$ cat src/rtl/uart_tx_pkg.sv
package uart_tx_pkg;
  parameter int unsigned DATA_W        = 8;
  parameter int unsigned TICKS_PER_BIT = 16;

  typedef enum logic {
    SH_IDLE = 1'b0,
    SH_SEND = 1'b1
  } sh_state_e;
endpackage

$ cat src/rtl/uart_tx_hold.sv
module uart_tx_hold #(
  parameter int unsigned DATA_W = uart_tx_pkg::DATA_W
) (
  input  logic              clk_i,
  input  logic              rst_ni,
  input  logic              wr_i,
  input  logic [DATA_W-1:0] wr_data_i,
  input  logic              en_i,
  input  logic              take_i,
  output logic              rdy_o,
  output logic [DATA_W-1:0] hold_o
);
  logic accept;

  // Accepted when free, or when enabled (overwrite of a pending char)
  assign accept = wr_i && (rdy_o || en_i);

  always_ff @(posedge clk_i or negedge rst_ni) begin
    if (!rst_ni) begin
      hold_o <= '0;
      rdy_o  <= 1'b1;
    end else begin
      if (accept) hold_o <= wr_data_i;
      if (accept)      rdy_o <= 1'b0;
      else if (take_i) rdy_o <= 1'b1;
    end
  end
endmodule

$ cat src/rtl/uart_tx_shift.sv
module uart_tx_shift
  import uart_tx_pkg::*;
#(
  parameter int unsigned DATA_W        = uart_tx_pkg::DATA_W,
  parameter int unsigned TICKS_PER_BIT = uart_tx_pkg::TICKS_PER_BIT
) (
  input  logic              clk_i,
  input  logic              rst_ni,
  input  logic              load_i,
  input  logic [DATA_W-1:0] data_i,
  input  logic              tick_i,
  output logic              busy_o,
  output logic              tx_o
);
  localparam int unsigned FRAME_W = DATA_W + 2;
  localparam int unsigned CNT_W   = (TICKS_PER_BIT > 1) ? $clog2(TICKS_PER_BIT) : 1;
  localparam int unsigned BIT_W   = $clog2(FRAME_W);
  localparam logic [CNT_W-1:0] CNT_LAST = CNT_W'(TICKS_PER_BIT - 1);
  localparam logic [BIT_W-1:0] BIT_LAST = BIT_W'(FRAME_W - 1);

  sh_state_e          state_q;
  logic [FRAME_W-1:0] sreg_q;
  logic [CNT_W-1:0]   tick_cnt_q;
  logic [BIT_W-1:0]   bit_cnt_q;
  logic               bit_end;

  assign bit_end = tick_i && (tick_cnt_q == CNT_LAST);

  always_ff @(posedge clk_i or negedge rst_ni) begin
    if (!rst_ni) begin
      state_q    <= SH_IDLE;
      sreg_q     <= '1;
      tick_cnt_q <= '0;
      bit_cnt_q  <= '0;
    end else begin
      unique case (state_q)
        SH_IDLE: if (load_i) begin
          // stop, data, start; bit 0 goes out first
          sreg_q     <= {1'b1, data_i, 1'b0};
          tick_cnt_q <= '0;
          bit_cnt_q  <= '0;
          state_q    <= SH_SEND;
        end
        SH_SEND: if (tick_i) begin
          tick_cnt_q <= bit_end ? '0 : tick_cnt_q + 1'b1;
          if (bit_end) begin
            sreg_q    <= {1'b1, sreg_q[FRAME_W-1:1]};
            bit_cnt_q <= bit_cnt_q + 1'b1;
            if (bit_cnt_q == BIT_LAST) state_q <= SH_IDLE;
          end
        end
        default: state_q <= SH_IDLE;
      endcase
    end
  end

  assign busy_o = (state_q == SH_SEND);
  assign tx_o   = busy_o ? sreg_q[0] : 1'b1;
endmodule

$ cat src/rtl/uart_tx_dbuf.sv
module uart_tx_dbuf #(
  parameter int unsigned DATA_W        = uart_tx_pkg::DATA_W,
  parameter int unsigned TICKS_PER_BIT = uart_tx_pkg::TICKS_PER_BIT
) (
  input  logic              clk_i,
  input  logic              rst_ni,
  input  logic              wr_i,
  input  logic [DATA_W-1:0] wr_data_i,
  input  logic              en_i,
  input  logic              baud_tick_i,
  output logic              rdy_o,
  output logic              tx_o,
  output logic              empty_o
);
  logic              busy;
  logic              take;
  logic [DATA_W-1:0] hold;

  // Hand-off: shifter idle, char pending (rdy low), transmitter enabled
  assign take    = !busy && !rdy_o && en_i;
  assign empty_o = !busy && rdy_o;

  uart_tx_hold #(.DATA_W(DATA_W)) u_hold (
    .clk_i     (clk_i),
    .rst_ni    (rst_ni),
    .wr_i      (wr_i),
    .wr_data_i (wr_data_i),
    .en_i      (en_i),
    .take_i    (take),
    .rdy_o     (rdy_o),
    .hold_o    (hold)
  );

  uart_tx_shift #(.DATA_W(DATA_W), .TICKS_PER_BIT(TICKS_PER_BIT)) u_shift (
    .clk_i  (clk_i),
    .rst_ni (rst_ni),
    .load_i (take),
    .data_i (hold),
    .tick_i (baud_tick_i),
    .busy_o (busy),
    .tx_o   (tx_o)
  );
endmodule

$ cat config.mk
export PLATFORM = sky130hd
export DESIGN_NAME = uart_tx_dbuf
export DESIGN_NICKNAME = d
export VERILOG_FILES = /design/src/rtl/uart_tx_pkg.sv /design/src/rtl/uart_tx_hold.sv /design/src/rtl/uart_tx_shift.sv /design/src/rtl/uart_tx_dbuf.sv
export SDC_FILE = /design/constraint.sdc
export NUM_CORES = 1
export LEC_CHECK = 0
export CAP_MARGIN = 0
export CORE_MARGIN = 2
export CORE_UTILIZATION = 55
export DETAILED_ROUTE_END_ITERATION = 10
export PLACE_DENSITY_LB_ADDON = 0.08
export SLEW_MARGIN = 0
export SYNTH_ARGS = -nofsm -noshare
export SYNTH_HDL_FRONTEND = slang
export SYNTH_SLANG_ARGS = --single-unit
$ cat constraint.sdc
create_clock -name clk_i -period 3 [get_ports clk_i]
set_clock_uncertainty 0.05 [all_clocks]
set_input_delay 0.75 -clock clk_i [delete_from_list [all_inputs] [get_ports clk_i]]
set_output_delay 0.75 -clock clk_i [all_outputs]
set_load 0.05 [all_outputs]
==> results.py <==
metrics = {
    "grt": {
        "grtUsageTotal_pct": 18.7,
        "grt_pass1_wl_um": 3930,
        "grt_overflow_total": 0,
        "antenna_found_initial": 0,
        "grt_max_degree": 28,
        "grt_pass1_vias": 863,
    },
    "timing": {
        "rsz0062_at_grt": "false",
        "relSlewSlack_pct": 48.8,
        "setup_violations": 0,
        "finalSetupTns_ns": 0,
        "fmax_mhz": 379,
        "tightest_slew_ns": 0.767,
        "timing.final.crit_share_pct": 88.0,
        "maxSlewViolCount": 0,
        "worst_slack_ns": 0.360,
        "fin_crit_ns": 2.64,
        "hold_viol": 0,
    },
    "placed_design": {
        "dp.cells": 160,
        "routabilityCongestion": 0.692,
        "place_hpwl_um": 1680,
        "io_buffers": 15,
        "pre_cts_slack_ns": 0.552,
    },
    "logic_synthesis": {
        "synth_top_area_share_pct": 30.4,
        "yosysUniqueCellTypes": 32,
        "synth_seq_area_share_pct": 49.2,
        "synthTopCellsByArea": "dfrtp_1 (30%), dfstp_2 (19%), mux2i_1 (18%)",
        "avgSynthCellArea_sq_um": 11.8,
        "yosys.area.top_type": "dfrtp_1",
        "synth-warning-count": 0,
        "synth_cells": 119,
        "netlist_area_sq_mm": 0.00140,
        "syn-num-nets": 135,
        "ys_seq_elements": 27,
    },
    "clock_tree": {
        "clock-sinks": 27,
        "numCtsBuffers": 3,
        "postCtsHoldBufs": 0,
        "cts.clk_slew.worst_paths_ns": 0.15,
        "insertion_delay_ns": 0.32,
        "htree_levels": 1,
        "cts_resized": 0,
        "tritoncts": "built",
        "clockRootBuffer": "clkbuf_4",
        "cts_setup_buffers": 0,
        "clockBufferDepth": 2,
    },
    "floorplanning": {
        "dieArea_sq_mm": 0.00296,
        "die_w_um": 54.4,
        "core_area_sq_mm": 0.00243,
        "rows": 18,
        "pin_count": 16,
        "start_util_pct": 57.5,
        "die_height_um": 54.4,
    },
    "worst_setup_path": {
        "crit_path_max_fanout": 5,
        "required_ns": 2.20,
        "critical_path.max_stage_delay_ns": 0.80,
        "arrival_ns": 1.84,
        "crit_buf_inv": 1,
        "cp_top_family": "buffers and inverters",
        "startpoint_type": "flip-flop",
        "end_kind": "primary output",
        "crit_chain": "nor2b_1 > clkdlybuf4s50_1",
        "critPathKind": "reg2out",
        "cp-startpoint": "u_hold.rdy_o",
        "worst_path_max_delay_cell": "clkdlybuf4s50_1",
        "r2r_start": "u_hold.rdy_o",
    },
    "worst_hold_path": {
        "min-delay-start": "u_shift.sreg_q[0]",
        "hold_path_class": "reg2reg",
    },
    "cells_and_area": {
        "area.growth.synth_to_final_pct": 14.0,
        "finalNetCount": 151,
        "instances_no_fill": 164,
        "drive_gt1_share_pct": 20.1,
        "antenna_cells": 0,
    },
    "flow_run": {
        "timing.max_cap.violations": 0,
    },
    "detailed_routing": {
        "routedWlPerCell_um": 14.2,
        "drt_iter0_markers": 19,
        "via_count": 935,
        "wl_um": 2340,
        "ant_nets": 0,
        "dr.pass1.iters": 4,
        "avgViaCountPerCell": 5.70,
        "drc": 0,
    },
    "power": {
        "power.total_mw": 1.11,
        "vdd_drop_max_mv": 0.412,
        "p_leak_nw": 0.760,
        "power.density_mw_per_mm2": 694,
    },
    "run_status": {
        "outcome": "finished clean",
    },
}
==> through the flow <==
| stage | hold WS [ns] | area, sq um | utilization, % |
|---|---|---|---|
| after floorplan | 0.404 | 1400 | - |
| after global placement | 0.439 | 1570 | 64.5 |
| after detailed placement | 0.444 | 1570 | 64.5 |
| after CTS | 0.470 | 1590 | 65.5 |
| after global routing | 0.494 | 1590 | 65.5 |
| final | 0.468 | 1590 | 65.5 |
==> registers in the layout (all words and copies together), names as in the netlist <==
register            count
u_shift.sreg_q          9
u_hold.hold_o           8
u_shift.tick_cnt_q      4
u_hold.rdy_o            1
u_shift.busy_o          1
u_shift.bit_cnt_q       4
==> worst reg2reg max path, delay by kind of cell (launching register included) <==
kind / cells / cell delay, ns
flops: 1 / 0.59
buf+inv: 1 / 0.24
simple gates: 1 / 0.62
compound gates: 1 / 0.22
==> cell usage after synthesis (all sizes together) <==
cell type and n:
mux2i 25, dfrtp 17, nand2 11, dfstp 10
mux2 8, buf 6, inv 4, o22ai 4
a21oi 3, ha 3, o21ai 3, nand2b 2
nand3 2, nor2 2, nor2b 2, o211ai 2
xor2 2, a21boi 1, a2bb2oi 1, a311o 1
a31o 1, and4 1, clkbuf 1, nand3b 1
nand4 1, nor3 1, nor4 1, o32a 1
or4 1, xnor2 1
==> kinds of logic (layout without fill, tap and decap cells) <==
| group | count (synthesis) | after routing | synth area share [%] |
|---|---|---|---|
| flops | 27 | 27 | 49.2 |
| mux | 33 | 33 | 24.3 |
| fa+ha+maj | 3 | 3 | 2.68 |
| compound gates | 17 | 17 | 8.50 |
| buf+inv | 11 | 26 | 4.02 |
| simple gates | 25 | 25 | 9.39 |
| xor+xnor | 3 | 3 | 1.88 |
==> routing by layer <==
layer / wire length, um / track usage, %
met3: 50 / 2.46
met1: 1070 / 24.5
met2: 1200 / 31.1
met5: 0 / 0
met4: 15 / 7.50
==> path summary, 6_finish.rpt <==
kind	to	slack (ns)	cells past startpoint
hold reg to reg	u_shift.sreg_q[0]	0.47	2
setup reg to reg	u_shift.busy_o	1.19	3
max in group asynchronous	u_shift.sreg_q[6]	1.87	2
hold / removal	u_shift.sreg_q[0]	0.47	2
min in group asynchronous	u_shift.bit_cnt_q[3]	0.72	2
setup / recovery	empty_o	0.36	2
==> final cells by class <==
cell class,count,area (sq um)
flip-flops and latches,27,688
fillers,198,838
inverters,4,15.0
repair buffers,18,173
multi-input cells,81,654
clock buffers,4,26.3
well taps,30,37.5
==> power by group <==
group | switching (mW) | internal (mW)
Combinational | 0.145 | 0.178
Clock | 0.105 | 0.0520
Sequential | 0.111 | 0.516
Total | 0.361 | 0.746
==> cell usage in the layout (no fill, tap or decap) <==
master and instances:
mux2i_1 25, dfrtp_1 17, clkdlybuf4s50_1 15, nand2_1 11, dfstp_2 10, mux2_2 8, inv_1 4, o22ai_1 4
a21oi_1 3, ha_1 3, clkbuf_4 3, buf_4 3, nand2b_1 2, nor2b_1 2, xor2_1 2, nor2_1 2
o21ai_0 2, nand3_1 2, o211ai_1 2, and4_1 1, o32a_1 1, o21ai_2 1, a31o_2 1, nand4_2 1
nor4_1 1, a311o_1 1, xnor2_1 1, or4_1 1, nor3_1 1, a21boi_0 1, nand3b_1 1, a2bb2oi_1 1
clkbuf_1 1
Power figures use the tool's default switching activity.
